<file path="config.mk">
export PLATFORM = sky130hd
export DESIGN_NAME = reset_sequencer
export DESIGN_NICKNAME = d
export VERILOG_FILES = /design/src/rtl/rstseq_pkg.sv /design/src/rtl/rs_pin_sampler.sv /design/src/rtl/rs_wdt_delay.sv /design/src/rtl/rs_hold_timer.sv /design/src/rtl/rs_cause_flags.sv /design/src/rtl/reset_sequencer.sv
export SDC_FILE = /design/constraint.sdc
export NUM_CORES = 1
export LEC_CHECK = 0
export BUFFER_PORTS_ARGS = -buffer_cell sky130_fd_sc_hd__buf_4
export CAP_MARGIN = 20
export CORE_ASPECT_RATIO = 1.25
export CORE_MARGIN = 2
export CORE_UTILIZATION = 50
export DETAILED_ROUTE_END_ITERATION = 10
export PLACE_DENSITY = 0.71
export SETUP_SLACK_MARGIN = 0.3
export SYNTH_ARGS = -nofsm -noshare
export SYNTH_HDL_FRONTEND = slang
export SYNTH_SLANG_ARGS = --single-unit
</file>
<file path="constraint.sdc">
create_clock -name clk_i -period 2.1 [get_ports clk_i]
set_clock_uncertainty 0.2 [all_clocks]
set_input_delay 0.21 -clock clk_i [delete_from_list [all_inputs] [get_ports clk_i]]
set_output_delay 0.21 -clock clk_i [all_outputs]
set_load 0.01 [all_outputs]
</file>
<file path="src/rtl/rstseq_pkg.sv">
package rstseq_pkg;
  typedef logic [1:0] phase_t;
  localparam phase_t PH_C4 = 2'b11;
endpackage

</file>
<file path="src/rtl/rs_pin_sampler.sv">
module rs_pin_sampler
  import rstseq_pkg::*;
#(
  parameter int HOLD_MC = 2
) (
  input  logic   clk_i,
  input  logic   rst_ni,
  input  phase_t phase_i,
  input  logic   rst_pin_i,
  output logic   ext_active_o
);
  localparam int LOAD = HOLD_MC + 1;
  localparam int CW   = $clog2(LOAD + 1);

  logic [CW-1:0] cnt_q;

  // reload while pin high, count down on each low C4 sample
  always_ff @(posedge clk_i or negedge rst_ni) begin
    if (!rst_ni) begin
      cnt_q <= '0;
    end else if (phase_i == PH_C4) begin
      if (rst_pin_i)          cnt_q <= CW'(LOAD);
      else if (cnt_q != '0)   cnt_q <= cnt_q - 1'b1;
    end
  end

  assign ext_active_o = (cnt_q != '0);


  ext_hold_chk: assert property (@(posedge clk_i) disable iff (!rst_ni)
    (phase_i != PH_C4) |=> $stable(cnt_q));

  ext_assert_chk: assert property (@(posedge clk_i) disable iff (!rst_ni)
    (phase_i == PH_C4 && rst_pin_i) |=> ext_active_o);
endmodule

</file>
<file path="src/rtl/rs_wdt_delay.sv">
module rs_wdt_delay #(
  parameter int DELAY = 512
) (
  input  logic clk_i,
  input  logic rst_ni,
  input  logic por_i,
  input  logic wdt_flag_i,
  input  logic wdt_en_i,
  output logic fire_o
);
  localparam int CW = $clog2(DELAY + 1);

  logic [CW-1:0] cnt_q;
  logic          done_q;
  logic          arm;

  assign arm    = wdt_flag_i && wdt_en_i && !done_q;
  assign fire_o = arm && (cnt_q == CW'(DELAY - 1));

  always_ff @(posedge clk_i or negedge rst_ni) begin
    if (!rst_ni) begin
      cnt_q  <= '0;
      done_q <= 1'b0;
    end else if (por_i) begin
      cnt_q  <= '0;
      done_q <= 1'b0;
    end else begin
      if (!arm || fire_o) cnt_q <= '0;
      else                cnt_q <= cnt_q + 1'b1;
      // one shot per flag assertion
      if (fire_o)           done_q <= 1'b1;
      else if (!wdt_flag_i) done_q <= 1'b0;
    end
  end


  wdt_cancel_chk: assert property (@(posedge clk_i) disable iff (!rst_ni)
    !(wdt_flag_i && wdt_en_i) |=> (cnt_q == '0));

  wdt_once_chk: assert property (@(posedge clk_i) disable iff (!rst_ni)
    fire_o |=> !fire_o);
endmodule

</file>
<file path="src/rtl/rs_hold_timer.sv">
module rs_hold_timer #(
  parameter int HOLD_CLKS = 8
) (
  input  logic clk_i,
  input  logic rst_ni,
  input  logic load_i,
  output logic active_o
);
  localparam int CW = $clog2(HOLD_CLKS + 1);

  logic [CW-1:0] cnt_q;

  always_ff @(posedge clk_i or negedge rst_ni) begin
    if (!rst_ni)           cnt_q <= CW'(HOLD_CLKS);
    else if (load_i)       cnt_q <= CW'(HOLD_CLKS);
    else if (cnt_q != '0)  cnt_q <= cnt_q - 1'b1;
  end

  assign active_o = (cnt_q != '0);


  hold_load_chk: assert property (@(posedge clk_i) disable iff (!rst_ni)
    load_i |=> active_o);

  hold_step_chk: assert property (@(posedge clk_i) disable iff (!rst_ni)
    (!load_i && cnt_q != '0) |=> (cnt_q == $past(cnt_q) - 1'b1));
endmodule

</file>
<file path="src/rtl/rs_cause_flags.sv">
module rs_cause_flags (
  input  logic clk_i,
  input  logic rst_ni,
  input  logic por_i,
  input  logic wdt_fire_i,
  input  logic clr_por_i,
  input  logic clr_wdt_i,
  output logic por_flag_o,
  output logic wdt_flag_o
);
  always_ff @(posedge clk_i or negedge rst_ni) begin
    if (!rst_ni) begin
      por_flag_o <= 1'b0;
      wdt_flag_o <= 1'b0;
    end else begin
      if (por_i)          por_flag_o <= 1'b1;
      else if (clr_por_i) por_flag_o <= 1'b0;
      // power-on beats watchdog set, set beats software clear
      if (por_i)           wdt_flag_o <= 1'b0;
      else if (wdt_fire_i) wdt_flag_o <= 1'b1;
      else if (clr_wdt_i)  wdt_flag_o <= 1'b0;
    end
  end


  wdt_flag_por_chk: assert property (@(posedge clk_i) disable iff (!rst_ni)
    por_i |=> (!wdt_flag_o && por_flag_o));

  wdt_flag_set_chk: assert property (@(posedge clk_i) disable iff (!rst_ni)
    (wdt_fire_i && !por_i) |=> wdt_flag_o);

  por_flag_clr_chk: assert property (@(posedge clk_i) disable iff (!rst_ni)
    (clr_por_i && !por_i) |=> !por_flag_o);
endmodule

</file>
<file path="src/rtl/reset_sequencer.sv">
module reset_sequencer
  import rstseq_pkg::*;
#(
  parameter int WDT_DELAY = 512,
  parameter int HOLD_MC   = 2,
  parameter int PHASES    = 4
) (
  input  logic       clk_i,
  input  logic       rst_ni,
  input  logic [1:0] phase_i,
  input  logic       rst_pin_i,
  input  logic       por_i,
  input  logic       wdt_flag_i,
  input  logic       wdt_rst_en_i,
  input  logic       clr_por_flag_i,
  input  logic       clr_wdt_flag_i,
  output logic       core_rst_o,
  output logic       por_flag_o,
  output logic       wdt_flag_o
);
  localparam int HOLD_CLKS = HOLD_MC * PHASES;

  logic ext_active;
  logic hold_active;
  logic wdt_fire;

  rs_pin_sampler #(.HOLD_MC(HOLD_MC)) u_pin (
    .clk_i        (clk_i),
    .rst_ni       (rst_ni),
    .phase_i      (phase_t'(phase_i)),
    .rst_pin_i    (rst_pin_i),
    .ext_active_o (ext_active)
  );

  rs_wdt_delay #(.DELAY(WDT_DELAY)) u_wdt (
    .clk_i      (clk_i),
    .rst_ni     (rst_ni),
    .por_i      (por_i),
    .wdt_flag_i (wdt_flag_i),
    .wdt_en_i   (wdt_rst_en_i),
    .fire_o     (wdt_fire)
  );

  rs_hold_timer #(.HOLD_CLKS(HOLD_CLKS)) u_hold (
    .clk_i    (clk_i),
    .rst_ni   (rst_ni),
    .load_i   (por_i || wdt_fire),
    .active_o (hold_active)
  );

  rs_cause_flags u_flags (
    .clk_i      (clk_i),
    .rst_ni     (rst_ni),
    .por_i      (por_i),
    .wdt_fire_i (wdt_fire),
    .clr_por_i  (clr_por_flag_i),
    .clr_wdt_i  (clr_wdt_flag_i),
    .por_flag_o (por_flag_o),
    .wdt_flag_o (wdt_flag_o)
  );

  assign core_rst_o = ext_active || hold_active;


  por_rst_chk: assert property (@(posedge clk_i) disable iff (!rst_ni)
    por_i |=> core_rst_o);

  ext_flag_keep_chk: assert property (@(posedge clk_i) disable iff (!rst_ni)
    (!por_i && !wdt_fire && !clr_por_flag_i && !clr_wdt_flag_i) |=>
      ($stable(por_flag_o) && $stable(wdt_flag_o)));
endmodule

</file>
# Yosys cells after proc, flatten, opt, wreduce, memory -nomap -nowiden
# Cells that the tools add are included.
[totals]
ram_bits = 0
input_bits = 10
mem_bits_ro = 0
elab_cells = 41
output_inout_bits = 3
ff_bits = 19
mem_count = 0
latchBits = 0
[classes]
n_mul = 0
reduce_logical = 15
n_addsub = 3
bitwise = 0
order_cmp = 0
mux = 14
eq_ne = 3
div_mod_pow = 0
shift = 0
[op_table]
columns = ["operator", "count"]
rows = [
  ["2-to-1 mux 10 bit", 2],
  ["adder 10 x 1 -> 10 bit (second input constant)", 1],
  ["== test 10 x 9 -> 1 bit (second input constant)", 1],
  ["2-to-1 mux 1 bit", 8],
  ["2-to-1 mux 4 bit", 2],
  ["nonzero test 2 bit", 4],
  ["2-to-1 mux 2 bit", 2],
  ["nonzero test 4 bit", 1],
  ["subtractor 4 x 1 -> 4 bit (second input constant)", 1],
  ["logical AND 1 bit", 3],
  ["logical OR 1 bit", 3],
  ["inequality test 3 x 2 -> 1 bit (second input constant)", 1],
  ["nonzero test 3 bit", 1],
  ["== test 2 bit (second input constant)", 1],
  ["zero test 1 bit", 2],
  ["AND reduction 2 bit", 1],
  ["subtractor 2 x 1 -> 2 bit (second input constant)", 1],
]

# Longest topological paths before layout
# Gate-level depths: netlist of the first run.
[depth]
depth_word = 6
ltp_mapped = 5
depth_no_buf = 5

# Cells and area by module
# Synthesis of the first run repeated with hierarchy kept, for this count alone.
[hier_totals]
cells_unflattened = 98
area_unflattened_um2 = 1004.7
[by_module_without_submodules]
columns = ["mod", "n_inst", "cells_each", "area_each_um2", "seq_area_each_um2"]
rows = [
  ["rs_wdt_delay", 1, 56, 581.8, 275.3],
  ["rs_hold_timer", 1, 20, 219.0, 101.3],
  ["rs_pin_sampler", 1, 13, 111.4, 50.0],
  ["rs_cause_flags", 1, 7, 80.1, 50.0],
  ["reset_sequencer", 1, 2, 12.5, 0.0],
]

# Worst setup path before layout of the first run
# No wires, ideal clock.
[synth_path]
kind = "reg2reg"
start = "reg u_hold.cnt_q[0]"
end = "reg u_hold.cnt_q[1]"
required_time_ns = 1.775
t_arrival_ns = 1.365
synth_period_minus_slack_ns = 1.690
setup_slack_ns = 0.410
path_stages_with_launch = 6
setup_time_ns = 0.125
path_buffers = 0
path_cell_list = "dfrtp_1 > inv_1 > ha_1 > nor3b_1 > nor2b_1 > a2111oi_0"
[synth_via]
elab_chain_len = 3
elab_cells_between_ends = 5
cone_classes = "add/sub (1); mux (2); reduce/logical (2)"
[synth_rtl]
columns = ["item", "line", "source"]
rows = [
  ["from (decl)", "rs_hold_timer.sv:11", "logic [CW-1:0] cnt_q;"],
  ["from (signal assigned)", "rs_hold_timer.sv:14", "if (!rst_ni) cnt_q <= CW'(HOLD_CLKS);"],
  ["from (signal assigned)", "rs_hold_timer.sv:15", "else if (load_i) cnt_q <= CW'(HOLD_CLKS);"],
  ["from (signal assigned)", "rs_hold_timer.sv:16", "else if (cnt_q != '0) cnt_q <= cnt_q - 1'b1;"],
  ["subtractor 4 x 1 -> 4 bit", "rs_hold_timer.sv:16", ""],
  ["2-to-1 mux 4 bit", "rs_hold_timer.sv:16", ""],
  ["2-to-1 mux 4 bit", "rs_hold_timer.sv:15", ""],
]
# Parallel ways exist; a longest one is shown, timed or not. The select of a mux whose other input is x is not followed.
# A chain may end at the register's enable or synchronous reset.

# Worst setup path in the final report of the first run
[layout_path]
start = "reg u_hold.cnt_q[0]"
end = "out core_rst_o"
[layout_via]
elab_chain_len = 2
[layout_rtl]
columns = ["item", "line", "source"]
rows = [
  ["nonzero test 4 bit", "rs_hold_timer.sv:19", "assign active_o = (cnt_q != '0);"],
  ["logical OR 1 bit", "reset_sequencer.sv:62", "assign core_rst_o = ext_active || hold_active;"],
  ["to (decl)", "reset_sequencer.sv:17", "output logic core_rst_o,"],
]
# Every way passes these cells.

==> results.txt, run 1 <==
Status = complete, no violations
Critical Path Sink Type = output port
Met1 Use GR = 24.0%
First-pass GRT wire length = 3350 um
Placed instance area = 0.00111 mm2
Startpoint types = register
Synthesized Nets = 113
Worst min path class = in -> async
Met2 Usage GRT = 32.6%
DRC Markers = 0
YS warnings = 0
Main combinational cell family by area after synthesis = simple AND/OR/NAND/NOR gates
GR Util met3 = 2.01%
Synth Area in Compound Gates = 12.6%
Detailed Place HPWL = 1280 um
Rows = 18
Vias in the first global route = 787
Peak supply drop = 0.000425 V
Most common cell after layout, fill and taps aside = buf_4
Final Hold Vio Count = 0
Multiplexer share of the synthesized area = 2.01%
Cell area after layout = 0.00131 mm2
Dominant cell type by area after synthesis = dfrtp_1
Top FF cell, synth = dfrtp_1
Port-buffer cells = 12
Via/cell ratio = 5.48
Core area = 0.00194 mm2
Number of diodes = 0
RSZ-0062 raised after global routing = true
Max Fanout on Critical Path = 3
Commonest cells after routing, fill and taps aside = 19 x buf_4, 17 x dfrtp_1, 8 x inv_1
Most Crowded Layer GR = met2
Setup violations, final = 0
Clock H-tree levels = 1
Die Ht = 53.9 um
# IOs = 13
# nets final = 144
WP data required = 1.69 ns
Worst-margin pin slew = 0.360 ns
Gr ovfl total = 0
Seq/Total Area, Yosys = 47.9%
Number of flops mapped to enable cells by yosys = 0
Slew Limit Fails = 0
Synth Instances = 99
Width of the die = 43.9 um
Syn Area/Cell = 10.1 um2
Crit path DAT = 1.35 ns
CP max-delay cell = dfrtp_1
Leading cell types by total area after synthesis = dfrtp_1 45%, ha_1 5.0%, inv_1 3.8%, dfstp_2 2.6%, nand2_1 2.6%
Post-Syn Area = 996 um2
Post-layout min period = 1.76 ns
Die area = 0.00237 mm2
Ys async rst share = 100%
Total GRT Usage = 19.1%
RD Place Congestion = 0.756
Reg area = 478 um2
Total iterations of the first detailed-routing run = 4
Antenna Nets Post-Route = 0
Post-Synth XOR/XNOR Area = 3.52%
Multi-input logic area = 523 um2
Max incr delay on CP = 0.41 ns
Library cells used by synthesis = 34
Yosys reg bits = 19
Routed vias = 816
Largest net degree at the start of global routing = 20
Top-area cell type share of the netlist area = 45.2%
CTS Sinks = 19
Root Driver = clkbuf_4
Initial antenna violation count = 0
Clock transition at path regs = 0.11 ns
CP Cell Sequence = inv_2 -> ha_4 -> nor3b_4 -> nand2_1 -> buf_6
Wire length per cell = 13.3 um
Fin crit share = 83.7%
Layout cells sized above 1 = 25.6%
Adder-Cell Fraction of Synth Area = 5.03%
Pre-CTS setup slack = 0.214 ns
Setup WS post-layout = 0.341 ns
CP Class = reg -> out
CTS tree = done
Cts bufs inserted = 3
Area Growth Syn to Fin = 31.9%
Rel. slew slack = 76.0%
Setup TNS = 0 ns
Initial Util = 51.4%
Clock buffer depth = 2
First-iteration detailed-routing DRC count = 13
Max Fclk = 0.569 GHz
Worst-Skew Late Latency = 0.30 ns
Placed Cells = 131
Final non-filler cell total = 149
Fillers = 152
Leak Pwr = 0.555 nW
Pwr/cell area = 778 mW/mm2
Drt total wl = 1990 um
Max_cap viols = 0
Post-synthesis simple-gate area fraction = 24.9%
==> cells in the mapped netlist, drive strengths merged (2+ instances only) <==
| cell type | n |
|---|---|
| a21oi | 5 |
| dfrtp | 18 |
| ha | 4 |
| inv | 10 |
| mux2i | 2 |
| nand2 | 7 |
| nand2b | 4 |
| nand3 | 4 |
| nand3b | 3 |
| nand4 | 2 |
| nor2 | 5 |
| nor2b | 2 |
| nor3 | 4 |
| o21ai | 4 |
| o22a | 2 |
| or3 | 4 |
| xnor2 | 2 |
| xor2 | 2 |
==> final timing paths <==
check / start / to / slack, ns / depth (start not counted)
worst max-delay path: u_hold.cnt_q[0]$_DFFE_PN0P_ / core_rst_o / 0.34 / 5
worst min-delay path: rst_ni / u_hold.cnt_q[2]$_DFFE_PN0P_ / 0.12 / 2
worst max register to register: u_wdt.cnt_q[0]$_DFF_PN0_ / u_wdt.done_q$_DFFE_PN0P_ / 0.41 / 4
worst min register to register: u_wdt.cnt_q[0]$_DFF_PN0_ / u_wdt.cnt_q[0]$_DFF_PN0_ / 0.32 / 1
max in group asynchronous: rst_ni / u_hold.cnt_q[3]$_DFFE_PN1P_ / 1.32 / 2
min in group clk_i: phase_i[1] / u_pin.cnt_q[1]$_DFFE_PN0P_ / 0.12 / 3
==> through the flow <==
step                hold slack, ns  power (mW)  utilization (%)
floorplan                   -0.286       0.635                -
global placement            -0.106       0.688             57.6
detailed placement         -0.0990       0.696             57.6
CTS                          0.122       0.932             63.6
global route                 0.126        1.10             67.8
finish                       0.116        1.02             67.8
==> worst max-delay path, delay by kind of cell, from the launching register on <==
| family | cells | cell delay, ns |
|---|---|---|
| adder cells (fa/ha/maj) | 1 | 0.15 |
| buffers and inverters | 2 | 0.22 |
| flip-flops | 1 | 0.41 |
| AND/OR/NAND/NOR | 2 | 0.27 |
==> flip-flops by register name (all words and copies together), names as in the netlist <==
signal / flops
u_pin.cnt_q: 2
u_flags.por_flag_o: 1
u_hold.cnt_q: 4
u_wdt.done_q: 1
u_flags.wdt_flag_o: 1
u_wdt.cnt_q: 10
==> kinds of logic after synthesis <==
family	count (synthesis)
buffers and inverters	11
adders and majority gates	4
muxes	2
and+or+nand+nor	41
DFF	19
AOI/OAI and AO/OA	18
xor gates and xnor gates	4
==> final cells by class <==
type                    count  share of cell area, %
clock buffers               4                   2.00
inverters                  10                   2.86
multi-input cells          69                   39.8
flip-flops and latches     19                   36.4
well taps                  20                   1.90
repair buffers             27                   17.0
==> routing by layer <==
layer,routed length (um),vias up
met5,0,-
met4,34,0
met3,53,6
met2,1030,12
met1,869,388
li1,-,410
==> report_power, final <==
group / leakage, nW / switching (mW) / internal, mW
registers: 0.246 / 0.0504 / 0.422
logic: 0.295 / 0.143 / 0.221
clock network: 0.0150 / 0.111 / 0.0740
total: 0.555 / 0.305 / 0.717
==> what timing repair did <==
item,CTS,global route
endpoints found under the hold margin,28,0
hold buffers,7,0
setup buffers,1,6
setup endpoints to repair,2,12
gates cloned,0,0
pin swaps,1,2
resized for setup,5,6
(Power assumes the default switching activity.)
==> run 2, diff against run 1 <==
clock period = 1.73 ns   (was 2.1 ns; I/O delays follow)
==> run 2 against run 1 <==
Effect of this change:
- wire length increased by 18%
- setup slack worse by 0.31 ns
- count of clock-buffer cells in the layout did not move
- sequential cell count unchanged
- utilization is 7.9 points higher
- cell area is 12% higher
- sequential power up 21%
- worst hold slack worse by 0.059 ns
- global-route usage up 1.5 points
- first-iteration DRC count is 38% lower
- critical endpoint unchanged
- largest cell class unchanged
- highest routed layer unchanged
==> results.txt, run 2 (synthesis gave the netlist of run 1 again) <==
RSZ-0062 raised after global routing = true
Setup violations, final = 0
Worst-margin pin slew = 0.355 ns
Worst-Skew Late Latency = 0.31 ns
Max Fclk = 0.588 GHz
Commonest cells after routing, fill and taps aside = 22 x buf_4, 18 x dfrtp_1, 7 x inv_1
Detailed Place HPWL = 1380 um
Initial antenna violation count = 0
First-pass GRT wire length = 3570 um
Port-buffer cells = 12
Most common cell after layout, fill and taps aside = buf_4
Final Hold Vio Count = 0
# IOs = 13
CTS tree = done
Pwr/cell area = 893 mW/mm2
Cts bufs inserted = 3
Worst hold slack = 0.0564 ns
Status = complete, no violations
Clock transition at path regs = 0.11 ns
WP data required = 1.36 ns
Core area = 0.00194 mm2
CTS Sinks = 19
Root Driver = clkbuf_4
Gr ovfl total = 0
Vias in the first global route = 829
Total iterations of the first detailed-routing run = 4
Max reg flops = 10
Routed vias = 874
Slew Limit Fails = 0
Total GRT Usage = 20.6%
Leak Pwr = 0.629 nW
Worst min path class = in -> async
Rel. slew slack = 76.3%
Number of diodes = 0
Total power = 1.31 mW
Wire length per cell = 15.0 um
Fin crit share = 98.3%
Biggest register = u_wdt.cnt_q
Max Fanout on Critical Path = 2
Drt total wl = 2340 um
Setup TNS = 0 ns
Width of the die = 43.9 um
Die area = 0.00237 mm2
Peak supply drop = 0.000606 V
Rows = 18
Fillers = 138
Via/cell ratio = 5.60
RD Place Congestion = 0.746
Layout cells sized above 1 = 42.6%
DRC Markers = 0
Die Ht = 53.9 um
Critical Path Sink Type = output port
Startpoint types = register
Area Growth Syn to Fin = 47.2%
# nets final = 151
Post-layout min period = 1.70 ns
First-iteration detailed-routing DRC count = 8
Clock buffer depth = 2
Largest registers = u_wdt.cnt_q: 10 flops, u_hold.cnt_q: 4 flops, u_pin.cnt_q: 2 flops
Antenna Nets Post-Route = 0
Clock H-tree levels = 1
Max_cap viols = 0
Crit path DAT = 1.33 ns
Initial Util = 51.4%
CP Class = reg -> out
Largest net degree at the start of global routing = 20
==> run 2: power by group <==
part | switching (mW) | internal (mW) | total [mW] | leakage, nW
clock network | 0.141 | 0.0901 | 0.231 | 0.0150
logic | 0.214 | 0.293 | 0.507 | 0.366
registers | 0.0586 | 0.512 | 0.571 | 0.248
total | 0.413 | 0.896 | 1.31 | 0.629
==> run 2: through the flow <==
stage / cell area [um2] / setup slack, ns / std cells / utilization [%]
floorplan: 1020 / 0.124 / 99 / -
global placement: 1150 / 0.0432 / 133 / 59.6
detailed placement: 1150 / -0.00627 / 133 / 59.6
CTS: 1370 / 0.0348 / 151 / 70.9
global route: 1470 / -0.0562 / 156 / 75.7
finish: 1470 / 0.0289 / 156 / 75.7
==> run 2: layout make-up <==
cell class | instances | area, um2 | area share (%)
well taps | 20 | 25.0 | 1.71
multi-input cells | 69 | 608 | 41.5
inverters | 10 | 37.5 | 2.56
clock buffers | 4 | 26.3 | 1.79
flip-flops and latches | 19 | 477 | 32.5
repair buffers | 34 | 293 | 20.0
==> run 2: worst max-delay path, stage by stage, from the launching register on <==
cell     delay [ns]
dfrtp_1        0.40
inv_2          0.09
ha_4           0.14
nor3b_4        0.18
nand2_1        0.08
buf_6          0.12
==> run 2: what timing repair did <==
action / in CTS / in global routing
buffers inserted: 8 / 5
hold buffers: 6 / 0
hold endpoints to repair: 28 / 0
gates resized for setup: 18 / 15
setup endpoints to repair: 17 / 19
pin swaps: 10 / 7
==> run 2: worst paths after layout <==
kind	start	to	slack (ns)	depth (start not counted)
worst max-delay path	u_hold.cnt_q[0]$_DFFE_PN0P_	core_rst_o	0.03	5
worst min-delay path	rst_ni	u_pin.cnt_q[0]$_DFFE_PN0P_	0.06	2
worst max register to register	u_wdt.cnt_q[0]$_DFF_PN0_	u_flags.wdt_flag_o$_DFFE_PN0P_	0.06	4
worst min register to register	u_pin.cnt_q[1]$_DFFE_PN0P_	u_pin.cnt_q[1]$_DFFE_PN0P_	0.31	1
max in group asynchronous	rst_ni	u_hold.cnt_q[3]$_DFFE_PN1P_	1.01	2
min in group clk_i	phase_i[1]	u_pin.cnt_q[0]$_DFFE_PN0P_	0.09	3
==> run 2: metal layers <==
layer  global-route usage, %  vias to the layer above  share of wire (%)
met5                       0                        -                  0
met4                    7.58                        0                2.9
met3                    3.36                        8                2.6
met2                    36.0                       14                 55
met1                    25.4                      428                 39
li1                        -                      424                  -
